`config.mk`:
```
export PLATFORM = sky130hd
export DESIGN_NAME = qcr_core_regs
export DESIGN_NICKNAME = d
export VERILOG_FILES = /design/src/rtl/qcr_pkg.sv /design/src/rtl/qcr_admin_regs.sv /design/src/rtl/qcr_irq_ctrl.sv /design/src/rtl/qcr_enable_ctl.sv /design/src/rtl/qcr_core_regs.sv
export SDC_FILE = /design/constraint.sdc
export NUM_CORES = 1
export LEC_CHECK = 0
export BUFFER_PORTS_ARGS = -buffer_cell sky130_fd_sc_hd__buf_2
export CAP_MARGIN = 20
export CORE_MARGIN = 2
export CORE_UTILIZATION = 55
export CTS_BUF_LIST = sky130_fd_sc_hd__clkbuf_4
export CTS_CLUSTER_SIZE = 25
export DETAILED_ROUTE_END_ITERATION = 12
export PLACE_DENSITY = 0.71
export SLEW_MARGIN = 25
export SYNTH_ARGS = -nofsm -noshare
export SYNTH_HDL_FRONTEND = slang
export SYNTH_HIERARCHICAL = 1
export SYNTH_SLANG_ARGS = --single-unit
```
`constraint.sdc`:
```
create_clock -name clk_i -period 2 [get_ports clk_i]
set_input_delay 0.2 -clock clk_i [delete_from_list [all_inputs] [get_ports clk_i]]
set_output_delay 0.2 -clock clk_i [all_outputs]
set_load 0.02 [all_outputs]
```
`src/rtl/qcr_pkg.sv`:
```
package qcr_pkg;
  typedef struct packed {
    logic [7:0] rsvd_hi;
    logic [3:0] iocqes;
    logic [3:0] iosqes;
    logic [1:0] shn;
    logic [2:0] ams;
    logic [3:0] mps;
    logic [2:0] css;
    logic [2:0] rsvd_lo;
    logic       en;
  } cc_t;

  localparam logic [31:0] CC_WMASK      = 32'h00FF_FFF1;
  localparam logic [31:0] AQA_WMASK     = 32'h0FFF_0FFF;
  localparam logic [31:0] BASE_LO_WMASK = 32'hFFFF_F000;
  localparam logic [1:0]  SHST_DONE     = 2'b10;

  localparam logic [7:0] OFS_IMSET  = 8'h0C;
  localparam logic [7:0] OFS_IMCLR  = 8'h10;
  localparam logic [7:0] OFS_CC     = 8'h14;
  localparam logic [7:0] OFS_CSTS   = 8'h1C;
  localparam logic [7:0] OFS_AQA    = 8'h24;
  localparam logic [7:0] OFS_ASQ_LO = 8'h28;
  localparam logic [7:0] OFS_ASQ_HI = 8'h2C;
  localparam logic [7:0] OFS_ACQ_LO = 8'h30;
  localparam logic [7:0] OFS_ACQ_HI = 8'h34;
endpackage

```
`src/rtl/qcr_admin_regs.sv`:
```
module qcr_admin_regs
  import qcr_pkg::*;
#(
  parameter int unsigned NUM_BASE = 2
) (
  input  logic                clk_i,
  input  logic                rst_ni,
  input  logic                aqa_we_i,
  input  logic [NUM_BASE-1:0] lo_we_i,
  input  logic [NUM_BASE-1:0] hi_we_i,
  input  logic [31:0]         wdata_i,
  output logic [31:0]         aqa_o,
  output logic [NUM_BASE-1:0][63:0] base_o
);
  always_ff @(posedge clk_i or negedge rst_ni) begin
    if (!rst_ni)       aqa_o <= '0;
    else if (aqa_we_i) aqa_o <= wdata_i & AQA_WMASK;
  end

  for (genvar g = 0; g < NUM_BASE; g++) begin : g_base
    logic [31:0] lo_q, hi_q;
    always_ff @(posedge clk_i or negedge rst_ni) begin
      if (!rst_ni) begin
        lo_q <= '0;
        hi_q <= '0;
      end else begin
        if (lo_we_i[g]) lo_q <= wdata_i & BASE_LO_WMASK;
        if (hi_we_i[g]) hi_q <= wdata_i;
      end
    end
    assign base_o[g] = {hi_q, lo_q};


    base_align_chk: assert property (@(posedge clk_i) disable iff (!rst_ni)
      lo_we_i[g] |=> (lo_q[11:0] == 12'h000));
  end
endmodule

```
`src/rtl/qcr_irq_ctrl.sv`:
```
module qcr_irq_ctrl #(
  parameter int unsigned NUM_VEC = 4
) (
  input  logic               clk_i,
  input  logic               rst_ni,
  input  logic               set_we_i,
  input  logic               clr_we_i,
  input  logic [NUM_VEC-1:0] wdata_i,
  input  logic               clear_all_i,
  input  logic [NUM_VEC-1:0] irq_set_i,
  input  logic [NUM_VEC-1:0] irq_clr_i,
  output logic [NUM_VEC-1:0] mask_o,
  output logic               irq_o
);
  logic [NUM_VEC-1:0] mask_q, pend_q;

  always_ff @(posedge clk_i or negedge rst_ni) begin
    if (!rst_ni) begin
      mask_q <= '0;
      pend_q <= '0;
    end else if (clear_all_i) begin
      mask_q <= '0;
      pend_q <= '0;
    end else begin
      if (set_we_i)      mask_q <= mask_q | wdata_i;
      else if (clr_we_i) mask_q <= mask_q & ~wdata_i;
      pend_q <= (pend_q | irq_set_i) & ~irq_clr_i;
    end
  end

  assign mask_o = mask_q;
  assign irq_o  = |(pend_q & ~mask_q);


  clear_all_chk: assert property (@(posedge clk_i) disable iff (!rst_ni)
    clear_all_i |=> (mask_q == '0 && !irq_o));

  irq_src_chk: assert property (@(posedge clk_i) disable iff (!rst_ni)
    irq_o |-> (pend_q != '0));
endmodule

```
`src/rtl/qcr_enable_ctl.sv`:
```
module qcr_enable_ctl
  import qcr_pkg::*;
(
  input  logic        clk_i,
  input  logic        rst_ni,
  input  logic        cc_we_i,
  input  logic [31:0] wdata_i,
  input  logic        start_rsp_valid_i,
  input  logic        start_rsp_ok_i,
  output logic [31:0] cc_o,
  output logic [31:0] csts_o,
  output logic        start_req_o,
  output logic        ctrl_reset_o,
  output logic        clear_all_o
);
  cc_t        cc_q, cc_new;
  logic       rdy_q, cfs_q, pend_q, req_q, rst_q;
  logic [1:0] shst_q;
  logic       en_rise, en_fall, shn_rise, shn_fall, rsp_take;

  assign cc_new   = cc_t'(wdata_i & CC_WMASK);
  assign en_rise  = cc_we_i &&  cc_new.en && !cc_q.en;
  assign en_fall  = cc_we_i && !cc_new.en &&  cc_q.en;
  assign shn_rise = cc_we_i && (cc_new.shn != 2'b00) && (cc_q.shn == 2'b00);
  assign shn_fall = cc_we_i && (cc_new.shn == 2'b00) && (cc_q.shn != 2'b00);
  // a disable on the same edge cancels the response
  assign rsp_take = start_rsp_valid_i && pend_q && !en_fall;

  always_ff @(posedge clk_i or negedge rst_ni) begin
    if (!rst_ni) begin
      cc_q   <= '0;
      rdy_q  <= 1'b0;
      cfs_q  <= 1'b0;
      pend_q <= 1'b0;
      req_q  <= 1'b0;
      rst_q  <= 1'b0;
      shst_q <= 2'b00;
    end else begin
      req_q <= en_rise;
      rst_q <= en_fall;
      if (cc_we_i) cc_q <= en_fall ? cc_t'('0) : cc_new;

      if (en_fall)       pend_q <= 1'b0;
      else if (en_rise)  pend_q <= 1'b1;
      else if (rsp_take) pend_q <= 1'b0;

      if (en_fall) begin
        rdy_q <= 1'b0;
        cfs_q <= 1'b0;
      end else if (rsp_take) begin
        rdy_q <= start_rsp_ok_i;
        cfs_q <= !start_rsp_ok_i;
      end

      if (shn_rise)                 shst_q <= SHST_DONE;
      else if (en_fall || shn_fall) shst_q <= 2'b00;
    end
  end

  assign cc_o         = cc_q;
  assign csts_o       = {28'd0, shst_q, cfs_q, rdy_q};
  assign start_req_o  = req_q;
  assign ctrl_reset_o = rst_q;
  assign clear_all_o  = en_fall || shn_rise;


  start_pulse_chk: assert property (@(posedge clk_i) disable iff (!rst_ni)
    start_req_o |=> !start_req_o);

  rdy_cfs_excl_chk: assert property (@(posedge clk_i) disable iff (!rst_ni)
    !(rdy_q && cfs_q));

  rdy_needs_en_chk: assert property (@(posedge clk_i) disable iff (!rst_ni)
    rdy_q |-> cc_q.en);

  disable_clears_chk: assert property (@(posedge clk_i) disable iff (!rst_ni)
    en_fall |=> (cc_q == '0 && !rdy_q && !pend_q && ctrl_reset_o));

  shn_done_chk: assert property (@(posedge clk_i) disable iff (!rst_ni)
    shn_rise |=> (shst_q == SHST_DONE));
endmodule

```
`src/rtl/qcr_core_regs.sv`:
```
module qcr_core_regs
  import qcr_pkg::*;
#(
  parameter int unsigned ADDR_W  = 8,
  parameter int unsigned NUM_VEC = 4
) (
  input  logic               clk_i,
  input  logic               rst_ni,
  input  logic               bus_we_i,
  input  logic [ADDR_W-1:0]  bus_addr_i,
  input  logic [31:0]        bus_wdata_i,
  output logic [31:0]        bus_rdata_o,
  output logic               start_req_o,
  input  logic               start_rsp_valid_i,
  input  logic               start_rsp_ok_i,
  output logic               ctrl_reset_o,
  input  logic [NUM_VEC-1:0] irq_set_i,
  input  logic [NUM_VEC-1:0] irq_clr_i,
  output logic               irq_o
);
  localparam int unsigned NUM_BASE = 2;

  logic [31:0]                cc_w, csts_w, aqa_w;
  logic [NUM_BASE-1:0][63:0]  base_w;
  logic [NUM_VEC-1:0]         mask_w;
  logic                       clear_all_w;
  logic                       sel_cc, sel_aqa, sel_imset, sel_imclr;
  logic [NUM_BASE-1:0]        sel_lo, sel_hi;

  assign sel_cc    = bus_we_i && (bus_addr_i == ADDR_W'(OFS_CC));
  assign sel_aqa   = bus_we_i && (bus_addr_i == ADDR_W'(OFS_AQA));
  assign sel_imset = bus_we_i && (bus_addr_i == ADDR_W'(OFS_IMSET));
  assign sel_imclr = bus_we_i && (bus_addr_i == ADDR_W'(OFS_IMCLR));
  assign sel_lo    = {bus_we_i && (bus_addr_i == ADDR_W'(OFS_ACQ_LO)),
                      bus_we_i && (bus_addr_i == ADDR_W'(OFS_ASQ_LO))};
  assign sel_hi    = {bus_we_i && (bus_addr_i == ADDR_W'(OFS_ACQ_HI)),
                      bus_we_i && (bus_addr_i == ADDR_W'(OFS_ASQ_HI))};

  qcr_enable_ctl u_enable (
    .clk_i             (clk_i),
    .rst_ni            (rst_ni),
    .cc_we_i           (sel_cc),
    .wdata_i           (bus_wdata_i),
    .start_rsp_valid_i (start_rsp_valid_i),
    .start_rsp_ok_i    (start_rsp_ok_i),
    .cc_o              (cc_w),
    .csts_o            (csts_w),
    .start_req_o       (start_req_o),
    .ctrl_reset_o      (ctrl_reset_o),
    .clear_all_o       (clear_all_w)
  );

  qcr_admin_regs #(.NUM_BASE(NUM_BASE)) u_admin (
    .clk_i    (clk_i),
    .rst_ni   (rst_ni),
    .aqa_we_i (sel_aqa),
    .lo_we_i  (sel_lo),
    .hi_we_i  (sel_hi),
    .wdata_i  (bus_wdata_i),
    .aqa_o    (aqa_w),
    .base_o   (base_w)
  );

  qcr_irq_ctrl #(.NUM_VEC(NUM_VEC)) u_irq (
    .clk_i       (clk_i),
    .rst_ni      (rst_ni),
    .set_we_i    (sel_imset),
    .clr_we_i    (sel_imclr),
    .wdata_i     (bus_wdata_i[NUM_VEC-1:0]),
    .clear_all_i (clear_all_w),
    .irq_set_i   (irq_set_i),
    .irq_clr_i   (irq_clr_i),
    .mask_o      (mask_w),
    .irq_o       (irq_o)
  );

  always_comb begin
    bus_rdata_o = '0;
    if (bus_addr_i == ADDR_W'(OFS_IMSET) || bus_addr_i == ADDR_W'(OFS_IMCLR))
      bus_rdata_o = 32'(mask_w);
    else if (bus_addr_i == ADDR_W'(OFS_CC))     bus_rdata_o = cc_w;
    else if (bus_addr_i == ADDR_W'(OFS_CSTS))   bus_rdata_o = csts_w;
    else if (bus_addr_i == ADDR_W'(OFS_AQA))    bus_rdata_o = aqa_w;
    else if (bus_addr_i == ADDR_W'(OFS_ASQ_LO)) bus_rdata_o = base_w[0][31:0];
    else if (bus_addr_i == ADDR_W'(OFS_ASQ_HI)) bus_rdata_o = base_w[0][63:32];
    else if (bus_addr_i == ADDR_W'(OFS_ACQ_LO)) bus_rdata_o = base_w[1][31:0];
    else if (bus_addr_i == ADDR_W'(OFS_ACQ_HI)) bus_rdata_o = base_w[1][63:32];
  end


  reset_start_excl_chk: assert property (@(posedge clk_i) disable iff (!rst_ni)
    !(start_req_o && ctrl_reset_o));
endmodule

```
Word-level counts from Yosys, hierarchy flattened
Index checks and enable logic that the tools add are counted.
- register bits: 175
- output and inout bits: 35
- equality and inequality tests: 9
- mux-type cells: 22
- bitwise logic cells: 8
- reductions and logical operators: 34
- operator list (operator ; count):
    $mux W32 ; 8
    $eq A8 B6 Y1 const B ; 5
    $eq A8 B5 Y1 const B ; 3
    $mux W24 ; 1
    $logic_and A1 B1 Y1 ; 18
    $mux W4 ; 4
    $and A4 B4 Y4 ; 3
    $not A4 Y4 ; 3
    $eq A8 B4 Y1 const B ; 1
    $or A4 B4 Y4 ; 2
    $reduce_bool A2 Y1 ; 4
    $mux W1 ; 7
    $reduce_bool A3 Y1 ; 2
    $logic_not A1 Y1 ; 4
    $logic_not A2 Y1 ; 2
    $mux W2 ; 2
    $reduce_or A4 Y1 ; 1
    $logic_or A1 B1 Y1 ; 3

Logic depth before layout (Yosys ltp)
Gate-level depths: netlist of run 1.
- depth after elaboration: 9
- depth in mapped cells: 12
- gate-level depth less buffers: 7

Modules after synthesis
The synthesis of run 1 kept the hierarchy.
- modules (own cells, without submodules) (module ; times used ; cells each ; area an instance (um2)):
    qcr_admin_regs ; 1 ; 304 ; 5402.7
    qcr_core_regs ; 1 ; 310 ; 2028.2
    qcr_enable_ctl ; 1 ; 137 ; 1495.2
    qcr_irq_ctrl ; 1 ; 34 ; 356.6

Least setup slack after synthesis of run 1
OpenSTA, ideal clock, no wires.
- path kind: input to register
- start: in bus_addr_i[1]
- end: reg u_irq.pend_q[0]
- arrival time: 1947 ps
- data required time: 1882 ps
- slack: -64 ps
- stages on the path: 12
- cells stage by stage: nor4_4 nand3_4 or2_1 buf_6 buf_6 nor2_1 buf_6 buf_8 o211ai_1 nand2_1 buf_6 nor3_1
- cells in the longest elaborated chain, start to end: 6
- elaborated cells between the ends (all ways): 8
- classes of those cells: eq/ne (1); mux (1); reduce/logical (6)
- RTL lines (element ; RTL line ; text):
    start: declaration ; qcr_core_regs.sv:10 ; input logic [ADDR_W-1:0] bus_addr_i,
    $eq A8 B5 Y1 * ; qcr_core_regs.sv:30 ; assign sel_cc = bus_we_i && (bus_addr_i == ADDR_W'(OFS_CC));
    $logic_and A1 B1 Y1 * ; qcr_core_regs.sv:30 ;
    via sel_cc ; qcr_core_regs.sv:27 ; logic sel_cc, sel_aqa, sel_imset, sel_imclr;
    $logic_and A1 B1 Y1 (on tied branches) (2 in a row) ; qcr_enable_ctl.sv:23, qcr_enable_ctl.sv:24 ;
    $logic_or A1 B1 Y1 * ; qcr_enable_ctl.sv:64 ; assign clear_all_o = en_fall || shn_rise;
    via clear_all_w ; qcr_core_regs.sv:26 ; logic clear_all_w;
    $mux W4 * ; qcr_irq_ctrl.sv:21 ; end else if (clear_all_i) begin
    end signal: assignment ; qcr_irq_ctrl.sv:27 ; pend_q <= (pend_q | irq_set_i) & ~irq_clr_i;
    end: declaration ; qcr_irq_ctrl.sv:15 ; logic [NUM_VEC-1:0] mask_q, pend_q;
Mark *: on every way through the listed nets, which the timed path passes. The rest lies on a longest branch.
A chain may end at the register's enable or synchronous reset.

Worst setup path in the final report of run 1
- start: reg u_enable.cc_q (netlist bit u_enable/cc_o[0])
- end: out bus_rdata_o[0]
- cells in the longest elaborated chain, start to end: 2
- RTL lines (element ; RTL line ; text):
    start: declaration ; qcr_enable_ctl.sv:16 ; cc_t cc_q, cc_new;
    start signal: assignment ; qcr_enable_ctl.sv:41 ; if (cc_we_i) cc_q <= en_fall ? cc_t'('0) : cc_new;
    $mux W32 ; qcr_core_regs.sv:81 ; else if (bus_addr_i == ADDR_W'(OFS_CC)) bus_rdata_o = cc_w;
    $mux W32 ; qcr_core_regs.sv:79 ; if (bus_addr_i == ADDR_W'(OFS_IMSET) || bus_addr_i == ADDR_W'(OFS_IMCLR))
    end: declaration ; qcr_core_regs.sv:12 ; output logic [31:0] bus_rdata_o,
No other way between the ends.

==> impl.org, run 1 <==
** Yosys
- Combinational family with the most area after synthesis :: multiplexers
- Among all flip-flop cells after synthesis, the most frequent one is sky130_fd_sc_hd__dfrtp_1.
- Measured against the total synthesized area, the mux share comes to 25.6%.
- In the synthesized netlist, the number of instances is 785.
- Synth Area in Compound Gates :: 10.7%
- The synthesized netlist devotes 0% of its cell area to adder and majority cells.
- A synthesized cell averages 11.8 µm².
- Number of synthesized flops with an enable pin :: 0
- Synthesis instantiated 58 different standard cells from the library.
- Summing every instance area after synthesis gives 9280 µm².
- Of the post-synthesis cell area, the dominant cell type holds 43.9%.
- Dominant cells by area after synthesis :: sky130_fd_sc_hd__dfrtp_1, sky130_fd_sc_hd__mux2_4, sky130_fd_sc_hd__mux2i_1
- Sequential cells were found to cover 43.9% of the synthesized design area.
- The biggest area contributor in the post-synthesis netlist is sky130_fd_sc_hd__dfrtp_1.
- Counting flops and latches in the post-synthesis netlist gives 163.
- Area share of and/or/nand/nor cells after synthesis :: 8.44%
- Of all flip-flops after synthesis, the portion carrying an async set or reset was 100%.
- For this run, the number of Yosys warnings is 6.
- Post-synthesis xor/xnor area fraction :: 0%

** STA
- On the final layout, the worst clock skew is 20.2 ps.
- Final worst setup slack :: -85.4 ps
- Timing-limited maximum frequency :: 480 MHz
- Setup repair after global routing could not meet its margin everywhere.
- The number of hold violations in the final report was 0.
- Final setup viols :: 4
- Max-slew violations :: 0
- Subtracting the final worst setup slack from the clock period gives 2090 ps.
- Headroom to the max-slew limit :: 53.5%
- Post-route clock period utilization :: 104%
- Slew at the pin with the worst max-slew slack :: 698 ps

** Global routing
- The number of antenna violations at the first check in global routing is 1.
- The number of global-route vias before repair was 6666.
- The total overflow left after global routing is 0.
- Entering global routing, the biggest net connects 58 pins.
- The first global-routing pass estimated 35.9 mm of wire.
- Global routing used 25.7% of the available tracks.

** Setup path
- Walking the worst path, the cells encountered are mux2_2 > a22o_1 > a22oi_2 > o22ai_2 > buf_6.
- On the critical path, the stage with the largest delay is an instance of sky130_fd_sc_hd__dfrtp_2.
- Grouping stages by cell kind, the critical path spends the most delay in compound AO/OA/AOI/OAI gates.
- For the worst setup path, the data required time is 1800 ps.
- Arrival time of data at the critical path endpoint :: 1890 ps
- Worst path max stage delay :: 440 ps
- Max Fanout on Critical Path :: 2
- Startpoint-to-endpoint class of the critical path :: flop to output port
- Critical path launch point type :: flop
- Nature of the critical path endpoint :: output port
- CP Buf/Inv Count :: 1

** Routing
- Dividing the detail-routed via count by the number of cells gives 5.59.
- The count of nets left with antenna violations once routing finished came out at 0.
- Total wirelength of the detailed-routed design :: 22.5 mm
- The first TritonRoute pass finished after 6 iterations.
- Average routed wire per standard cell :: 18.9 µm
- After the first detailed-routing iteration, the DRC count stood at 428.
- For this block, the via count after detailed routing is 6662.
- In the routed design, unresolved DRC markers number 0.

** Clocking
- The clock reaches the later pin of the worst-skew pair after 590 ps.
- Clock tree from TritonCTS :: done
- Post-CTS clock slew at the launch and capture registers of the worst setup and hold paths :: 150 ps
- The tree built by TritonCTS fans out to 163 sinks.
- In this run, CTS created clock tree buffers numbering 17.
- No sink is reached through more buffers than the 2 on the longest clock path.
- The tree is rooted in a sky130_fd_sc_hd__clkbuf_4.
- In this run the number of H-tree levels came out at 4.

** Final layout
- Syn-to-layout area delta :: 19.1%
- The count of cells in the finished layout, fillers not included, comes to 1192.
- Of the cells placed in the final design, the portion with a size suffix greater than 1 is 40.3%.
- Once layout is complete, the utilization of the core stands at 66.9%.
- Net count of the finished layout :: 1011

** Floorplan
- Core Rows :: 47
- From bottom edge to top edge, the die measures 134 µm.
- Core Area :: 16500 µm²
- For this configuration, the core starts out at a cell density of 56.2%.
- Top-level I/O count :: 88
- The die covers 17900 µm².
- Width of the chip :: 134 µm

** Power
- In this run the static leakage power is 5.25 nW.
- Max rail drop VDD :: 0.349 mV
- In this run the power density over the cells is 559 nW/µm².

** Place
- Routability-driven placement finished with a final weighted congestion of 0.874.
- Input and output buffers added on the ports amount to 87.
- Counting tap cells, the placed design contains a total of 1103 instances.
- Detailed placement finished with a half-perimeter wire length of 15.0 mm.

** Job
- Max-cap violations in this run came to 0.

** Outcome
- The run finished, with violations left.
- The final reports fail on negative setup slack.

** Min path
- The worst hold path belongs to the class input port to asynchronous set/reset pin.
## final cells by class
type	count	area, µm²
Clock inverter	13	111
Inverter	6	25.0
Clock buffer	19	143
Timing Repair Buffer	209	1760
Multi-Input combinational cell	561	4660
Tap cell	220	275
Fill cell	1239	5470
Sequential cell	163	4080
Antenna cell	1	2.50
## flip-flops by register name, summed over array words and instances (netlist names), 4 cells and up
name / cells
u_admin/g_base.lo_q: 40
u_irq/pend_q: 4
u_irq/mask_o: 4
u_admin/aqa_o: 24
u_admin/g_base.hi_q: 64
u_enable/cc_o: 21
## worst register-to-register path, stage by stage (launching register included)
cell                            delay (ps)
sky130_fd_sc_hd__dfrtp_2               440
sky130_fd_sc_hd__buf_4                 130
sky130_fd_sc_hd__buf_4                 140
sky130_fd_sc_hd__nand3b_4              110
sky130_fd_sc_hd__nand2_2               120
sky130_fd_sc_hd__nor3_1                230
sky130_fd_sc_hd__dlygate4sd3_1         580
## cells in the mapped netlist, types with 4 or more instances
| library cell | instances |
|---|---|
| sky130_fd_sc_hd__clkbuf_1 | 11 |
| sky130_fd_sc_hd__mux2i_1 | 59 |
| sky130_fd_sc_hd__nor2_1 | 52 |
| sky130_fd_sc_hd__dfrtp_1 | 163 |
| sky130_fd_sc_hd__a221oi_1 | 4 |
| sky130_fd_sc_hd__mux2_4 | 80 |
| sky130_fd_sc_hd__nor2_2 | 10 |
| sky130_fd_sc_hd__o2111ai_1 | 12 |
| sky130_fd_sc_hd__nand3_1 | 7 |
| sky130_fd_sc_hd__a22o_1 | 4 |
| sky130_fd_sc_hd__mux2_2 | 52 |
| sky130_fd_sc_hd__inv_1 | 5 |
| sky130_fd_sc_hd__a21oi_1 | 56 |
| sky130_fd_sc_hd__buf_4 | 76 |
| sky130_fd_sc_hd__or3_1 | 12 |
| sky130_fd_sc_hd__o221ai_1 | 6 |
| sky130_fd_sc_hd__a22oi_1 | 4 |
| sky130_fd_sc_hd__buf_12 | 10 |
| sky130_fd_sc_hd__nand2b_1 | 4 |
| sky130_fd_sc_hd__nand2_1 | 21 |
| sky130_fd_sc_hd__buf_6 | 8 |
| sky130_fd_sc_hd__nor3_1 | 10 |
| sky130_fd_sc_hd__buf_2 | 17 |
| sky130_fd_sc_hd__o22ai_1 | 41 |
| sky130_fd_sc_hd__o21ai_0 | 8 |
## report_power, final
group | switching, mW | internal [mW]
combinational | 0.391 | 0.397
sequential | 0.0908 | 3.45
clock | 1.22 | 0.638
total | 1.70 | 4.48
## cell families (layout without fill, tap and decap cells)
| family | after synthesis | count (layout) |
|---|---|---|
| multiplexers | 191 | 191 |
| flip-flops | 163 | 163 |
| AO/OA/AOI/OAI | 153 | 153 |
| AND/OR/NAND/NOR | 144 | 145 |
| buffers and inverters | 132 | 247 |
| other | 2 | 73 |
## metrics by stage
stage                     power [mW]  TNS (ps)  setup slack (ps)  cell area, µm²  hold WS (ps)
final                           6.18      -207             -85.4           11100           141
after global routing            6.46      -794              -155           11100           159
after CTS                       6.17      -304              -125           10800           145
after detailed placement        4.27     -3120              -140            9980           225
after global placement          4.25     -2670             -88.8            9980           218
after floorplan                 4.06      -244             -35.6            9550         -95.6
## repair_timing
item                                   in CTS  in global routing
setup endpoints to repair                  20                 37
gates cloned                                1                  0
pin swaps                                  12                 16
setup buffers                               4                  8
hold buffers                               45                  0
resized for setup                          18                 62
endpoints found under the hold margin     230                  0
## cell usage in the layout (no fill, tap or decap), drive strengths merged, types with 6 or more instances in the layout
master / n
dlygate4sd3: 44
nand3: 8
o22ai: 41
buf: 163
clkbuf: 21
nand2: 21
or3: 12
mux2: 132
conb: 72
a21oi: 57
mux2i: 59
o221ai: 6
inv: 8
nor2: 62
dfrtp: 163
nor3: 13
clkinv: 6
o21ai: 8
o2111ai: 12
## final timing paths
path / start / to / slack (ps) / cells past startpoint
worst max-delay path: u_enable/cc_o[0] / bus_rdata_o[0] / -90 / 5
worst min-delay path: rst_ni / u_irq/pend_q[2] / 140 / 2
worst max register to register: u_enable/cc_o[0] / u_irq/pend_q[3] / 200 / 6
worst min register to register: u_admin/g_base[0].lo_q[28] / u_admin/g_base[0].lo_q[28] / 520 / 1
max in group asynchronous: rst_ni / u_admin/g_base[1].lo_q[17] / 1220 / 3
min in group clk_i: bus_we_i / u_irq/mask_o[3] / 170 / 4
## routing by layer
metal	wire length [µm]	vias to the layer above	global-route usage, %
li1	-	3056	-
met1	10300	3364	36.4
met2	10500	212	40.1
met3	1440	30	5.71
met4	348	0	6.97
met5	0	-	0
Note: power is estimated with default switching activity, not from simulation.
==> run 2: changes to the inputs <==
==> constraint.sdc (replaced) <==
create_clock -name clk_i -period 2.1 [get_ports clk_i]
set_input_delay 0.21 -clock clk_i [delete_from_list [all_inputs] [get_ports clk_i]]
set_output_delay 0.21 -clock clk_i [all_outputs]
set_load 0.02 [all_outputs]
==> run 2 against run 1 <==
The run still ends with negative setup slack left; setup slack improved by 83 ps; sequential share of layout area grew 1.3 points; critical path depth unchanged; flip-flop and latch count unchanged; wire length is 4.3% lower; power decreased by 5.3%; final cell count shrank 1.7%; first-iteration DRC count rose by 16%; non-clock buffer count decreased by 16; critical path type unchanged.
==> impl.org, run 2 (synthesis gave the netlist of run 1 again) <==
** Setup path
- Critical path launch point type :: flop
- The critical path goes through mux2_4 > a22o_1 > a22oi_2 > o22ai_2 > buf_6.
- For the worst flop-to-flop path, the logic depth is 5.
- The setup check on the worst reg-to-reg path leaves a slack of 270 ps.
- Worst path max stage delay :: 440 ps
- Startpoint-to-endpoint class of the critical path :: flop to output port
- Along the worst path, the maximum fanout reaches 2.
- At the worst endpoint, the required time is 1890 ps.
- Nature of the critical path endpoint :: output port
- CP max stage cell :: sky130_fd_sc_hd__dfrtp_1
- For the worst setup path, the data arrival time is 1890 ps.

** Place
- Number of I/O port buffers :: 87
- Before CTS, the worst setup slack after placement is -48.3 ps.
- Routability-driven placement finished with a final weighted congestion of 0.863.
- Post-DP HPWL :: 14.6 mm

** Final layout
- In the final layout, the share of cells above drive strength 1 is 36.4%.
- Largest register FFs :: 64
- The largest registers in the layout are u_admin/g_base.hi_q (64), u_admin/g_base.lo_q (40), u_admin/aqa_o (24).
- Most common cell after layout, fill and taps aside :: sky130_fd_sc_hd__dfrtp_1
- Measured on the finished design, the core utilization comes to 64.6%.
- Commonest cells after routing, fill and taps aside :: sky130_fd_sc_hd__dfrtp_1, sky130_fd_sc_hd__mux2_4, sky130_fd_sc_hd__buf_2
- Fill cells in the final layout number 1281.
- For this run, the post-layout net count is 994.
- Summing all multi-input logic gate instances after layout gives 4520 µm².
- Most flops, register :: u_admin/g_base.hi_q
- Registers take 4080 µm².
- Relative to the synthesized area, the layout overhead comes to 15.0%.

** Routing
- For this run, design rule violations remaining after detail routing come to 0.
- Average routed wire per standard cell :: 18.4 µm
- Antenna viol nets, final :: 0
- In the routed layout, each cell is associated on average with a via count of 5.53.
- Total wirelength of the detailed-routed design :: 21.6 mm
- The detailed router placed 6486 vias in this run.
- For this run, the detailed router's first-pass iteration total came to 5.
- DR iter-0 viols :: 496

** Clocking
- The H-tree was split into 4 levels.
- Buffer cell driving the clock tree root :: sky130_fd_sc_hd__clkbuf_4
- Clock tree synthesis found a total of 163 sinks.
- Clock tree from TritonCTS :: done
- Clock buffer count from CTS :: 17
- Counting along the longest clock path gives a buffer depth of 2.
- Post-CTS clock slew at the launch and capture registers of the worst setup and hold paths :: 140 ps
- Clk_lat worst skew :: 550 ps

** STA
- In the finished design, the share of the clock period the worst path needs comes to 100%.
- Setup Total Neg Slack :: -3.83 ps
- For this run, the top clock speed supported by timing is 476 MHz.
- Setup repair after global routing could not meet its margin everywhere.
- Slew at the pin with the worst max-slew slack :: 607 ps
- The final max-slew violation count came to 0.
- Headroom to the max-slew limit :: 59.5%
- Final worst setup slack :: -2.92 ps
- Shortest period the worst path allows :: 2100 ps
- Worst-case clock skew :: 15.5 ps
- The number of hold violations in the final report was 0.
- Setup violations remaining at the end of the flow were counted as 2.

** Floorplan
- Core Area :: 16500 µm²
- Area enclosed by the die boundary :: 17900 µm²
- Row generation in the floorplan step produced 47 rows.
- Initial Utilization :: 56.2%
- Width of the chip :: 134 µm
- During I/O placement, the number of pins put on the boundary was 88.
- The die is 134 µm tall.

** Power
- Overall power consumption after layout is estimated at 5.86 mW.
- Across the VDD grid, the largest voltage drop is 0.353 mV.
- LEAKAGE :: 5.14 nW
- Power per standard cell area :: 549 nW/µm²

** Global routing
- The number of global-route vias before repair came to 6585.
- The number of antenna violations at the first check in global routing is 1.
- Overall routing resource usage :: 24.9%
- Pin count of the biggest net entering global routing :: 53
- Global-route congestion overflow total :: 0
- Global-route wire length before repair :: 35.1 mm

** Min path
- Hold WC Path Type :: input port to asynchronous set/reset pin

** Outcome
- The final reports fail on negative setup slack.
- Outcome :: finished with violations

** Job
- Max_cap viols :: 0
[run 2: changes by cell type in the layout (fill, tap and decap cells not counted), sizes merged]
cell         previous run  this run
inv                     8         7
clkbuf                 21        18
clkinvlp                4         2
buf                   163       148
dlygate4sd3            44        45
bufinv                  1         2
or4b                    2         1
[run 2: metrics by stage]
step,hold slack [ps],cells,cell area [µm²]
final,114,1172,10700
after global routing,87.2,1172,10700
after CTS,81.3,1168,10600
after detailed placement,143,1092,9830
after global placement,143,1092,9830
after floorplan,-85.6,855,9550
[run 2: layout make-up]
class | count | area share (%)
diodes | 1 | 0.0234
repair buffers | 193 | 14.3
flip-flops and latches | 163 | 38.2
clock buffers | 18 | 1.27
inverters | 6 | 0.234
clock inverters | 11 | 1.08
well taps | 220 | 2.58
multi-input cells | 560 | 42.3
[run 2: worst paths after layout]
path,from,endpoint
setup / recovery,u_enable/rdy_q,bus_rdata_o[0]
hold / removal,rst_ni,u_irq/mask_o[0]
setup reg to reg,u_enable/cc_o[0],u_irq/pend_q[3]
hold reg to reg,u_admin/g_base[0].lo_q[27],u_admin/g_base[0].lo_q[27]
max in group asynchronous,rst_ni,u_admin/g_base[0].lo_q[21]
min in group clk_i,bus_we_i,u_irq/mask_o[0]
[run 2: critical path: cells and delay by family (launching register included)]
kind,cells,cell delay (ps)
multiplexers,1,280
buffers and inverters,1,140
flip-flops,1,440
AO/OA/AOI/OAI,3,480
[run 2: metal layers]
metal	GRT usage [%]	up-vias	part of all wire, %
li1	-	3015	-
met1	35.5	3281	47
met2	39.3	167	47
met3	4.38	23	4.7
met4	7.15	0	1.4
met5	0	-	0
[run 2: report_power, final]
group	switching, mW	internal, mW	total, mW
logic	0.355	0.357	0.712
clock network	1.08	0.691	1.77
registers	0.0859	3.28	3.37
[run 2: timing repair]
item | CTS | global route
endpoints found under the hold margin | 320 | 0
pin swaps | 4 | 13
hold buffers | 45 | 0
endpoints found under the setup margin | 10 | 35
buffers inserted | 2 | 3
gates cloned | 0 | 1
resized for setup | 6 | 22
==> run 3: changes to the inputs <==
--- a/config.mk
+++ b/config.mk
@@ -9,7 +9,7 @@
 export CAP_MARGIN = 20
 export CORE_MARGIN = 2
 export CORE_UTILIZATION = 55
-export CTS_BUF_LIST = sky130_fd_sc_hd__clkbuf_4
+export CTS_BUF_LIST = sky130_fd_sc_hd__clkbuf_16
 export CTS_CLUSTER_SIZE = 25
 export DETAILED_ROUTE_END_ITERATION = 12
 export PLACE_DENSITY = 0.71
==> run 3 against run 2 <==
The run now ends clean; die area unchanged; final cell count shrank 3.6%; first-iteration DRC count down 0.60%; critical path type is now input port to output port; final area decreased by 1.6%; critical path depth is 1 higher; global-route usage up 0.19 points; core utilization down 1.0 points; sequential power about the same; worst hold slack got worse by 63 ps; flip-flop and latch count stayed put; via count decreased by 2.2%.
==> impl.org, run 3 (synthesis gave the netlist of run 1 again) <==
** STA
- For the pin with the worst max-slew slack, the measured transition is 658 ps.
- Static timing analysis puts the maximum clock frequency at 484 MHz.
- Final setup viols :: 0
- Post-route clock period utilization :: 98.3%
- Across the routed clock network, the largest skew measured is 3.88 ps.
- Setup repair after global routing could not meet its margin everywhere.
- Headroom to the max-slew limit :: 56.2%
- The number of hold violations in the final report came to 0.
- Final hold slack :: 51.0 ps
- Shortest period the worst path allows :: 2060 ps
- The final max-slew violation count was 0.

** Place
- In this run the cell area measured after placement is 9830 µm².
- The congestion estimate from routability-driven global placement came to 0.863.
- Number of I/O port buffers :: 87
- Post-DP HPWL :: 14.6 mm

** Min path
- In this run the worst hold path is classified as input port to flop.
- Worst Min Path Start :: start_rsp_ok_i

** Final layout
- Counting flops per register, the top entry is u_admin/g_base.hi_q.
- Largest register FFs :: 64
- Syn-to-layout area delta :: 13.2%
- In the final layout, the registers with the most flip-flops are u_admin/g_base.hi_q (64), u_admin/g_base.lo_q (40), u_admin/aqa_o (24).
- Most common cell after layout, fill and taps aside :: sky130_fd_sc_hd__dfrtp_1
- After the last flow step, the layout net total stands at 952.
- Total non-filler cell area in the finished layout :: 10500 µm²
- Fraction of final layout cells with drive strength greater than 1 :: 37.4%
- In the layout the commonest cells are sky130_fd_sc_hd__dfrtp_1, sky130_fd_sc_hd__buf_2, sky130_fd_sc_hd__mux2_4.

** Setup path
- STA puts the critical path data required time at 1890 ps.
- In this run the worst path has a maximum fanout of 13.
- The startpoint identified for the worst register-to-register timing path is u_enable/cc_o[0].
- Data on the critical path arrives at its endpoint at 1850 ps.
- STA classifies the critical path startpoint as an input port.
- The most critical setup path has its startpoint at bus_addr_i[0].
- Nature of the critical path endpoint :: output port
- The critical path in this run is classified as input port to output port.

** Power
- VDD sags by at most 0.587 mV.
- Switching part of the total power :: 24.2%
- In this run the power density over the cells is 666 nW/µm².
- Internal power :: 5.31 mW
- Overall power consumption after layout is estimated at 7.00 mW.
- The analysis attributes to net switching a power of 1.69 mW.
- The analysis attributes to cell leakage a power of 5.08 nW.
- Comb power frac :: 9.3%
- Of the total power, registers draw 48.2%.
- Clock share of power :: 42.5%

** Clocking
- H-tree depth :: 4
- Clock buffer depth :: 2
- Post-CTS clock slew at the launch and capture registers of the worst setup and hold paths :: 60 ps
- Clock latency on the worst-skew pair, taken at its later pin, is 430 ps.
- The tree is rooted in a sky130_fd_sc_hd__clkbuf_16.
- CTS saw 163 sinks.
- Clock tree from TritonCTS :: done
- Clock buffer count from CTS :: 17

** Global routing
- For this run, global-route usage on met2 was measured as 39.4%.
- Global-route wire length before repair :: 35.0 mm
- For met1 alone, demand over resource in global routing was 35.7%.
- The number of antenna violations at the first check in global routing is 2.
- Met3 capacity usage during global routing :: 4.88%
- The global routing stage identified its most utilized layer as met2.
- The number of global-route vias before repair came to 6448.
- Global routing consumed, over all layers together, 25.1% of the routing resources.
- For this run the aggregate overflow at the end of global routing stands at 0.
- Entering global routing, the biggest net connects 53 pins.

** Routing
- The routed layout has 6345 vias.
- After detailed routing, the average wire length per cell comes to 19.0 µm.
- Total wirelength of the detailed-routed design :: 21.5 mm
- Antenna viol nets, final :: 0
- Before antenna repair, the detailed router went through 5 iterations.
- Ratio of routed vias to standard cells :: 5.62
- The detailed router finished its first iteration with 493 violations.
- In the routed design, unresolved DRC markers number 0.

** Floorplan
- Top-level I/O count :: 88
- Initial Utilization :: 56.2%
- The total area inside the core boundary comes to 16500 µm².
- The die is 134 µm tall.
- The die covers 17900 µm².
- Row generation in the floorplan step produced 47 rows.
- Width of the chip :: 134 µm

** Job
- The tool flagged a number of max-cap violations equal to 0.

** Outcome
- The flow ran to the end, and the final reports show no timing, DRC or antenna violations.
-- run 3: final timing paths --
| kind | slack (ps) | cells past startpoint | to |
|---|---|---|---|
| worst max-delay path | 40 | 6 | bus_rdata_o[29] |
| worst min-delay path | 50 | 3 | u_enable/rdy_q |
| worst max register to register | 790 | 4 | u_irq/pend_q[3] |
| worst min register to register | 510 | 1 | u_admin/g_base[0].lo_q[23] |
| max in group asynchronous | 1200 | 3 | u_admin/g_base[0].lo_q[21] |
| min in group asynchronous | 240 | 2 | u_irq/pend_q[3] |
-- run 3: critical path: stages --
cell	delay [ps]
sky130_fd_sc_hd__buf_2	160
sky130_fd_sc_hd__or4b_4	670
sky130_fd_sc_hd__o22ai_1	210
sky130_fd_sc_hd__nand2_1	90
sky130_fd_sc_hd__a21oi_1	280
sky130_fd_sc_hd__buf_2	230
-- run 3: per-stage QoR --
stage / instances / TNS, ps / setup slack, ps / utilization, %
global route: 1129 / -24.0 / -18.1 / 63.6
CTS: 1126 / 0 / 5.92 / 63.2
global placement: 1092 / -1840 / -68.1 / 59.5
floorplan: 855 / 0 / 25.6 / -
finish: 1130 / 0 / 35.9 / 63.6
detailed placement: 1092 / -1160 / -48.3 / 59.5
-- run 3: layout make-up --
type | instances | area (µm²)
timing repair buffer | 151 | 1080
fill | 1284 | 6020
sequential | 163 | 4080
inverter | 6 | 25.0
clock inverter | 12 | 119
antenna | 1 | 2.50
clock buffer | 17 | 425
tap | 220 | 275
multi-input combinational | 560 | 4490
-- run 3: timing repair --
action / in CTS / in global routing
pin swaps: 0 / 6
cloned: 0 / 1
gates resized for setup: 3 / 15
hold buffers: 5 / 0
endpoints found under the hold margin: 35 / 0
buffers inserted: 0 / 2
setup endpoints to repair: 7 / 18
-- run 3: power groups by stage --
stage / Clock, mW / Sequential, mW / Combinational [mW]
2_1_floorplan: 0 / 3.40 / 0.464
3_3_place_gp: 0 / 3.42 / 0.613
5_1_grt: 3.14 / 3.39 / 0.713
6_report: 2.97 / 3.37 / 0.648
3_5_place_dp: 0 / 3.43 / 0.626
4_1_cts: 3.01 / 3.37 / 0.637
-- run 3: routing by layer --
metal,wire length (µm),up-vias
met4,289,2
li1,-,2948
met5,13,-
met2,10100,161
met1,10000,3209
met3,1050,25
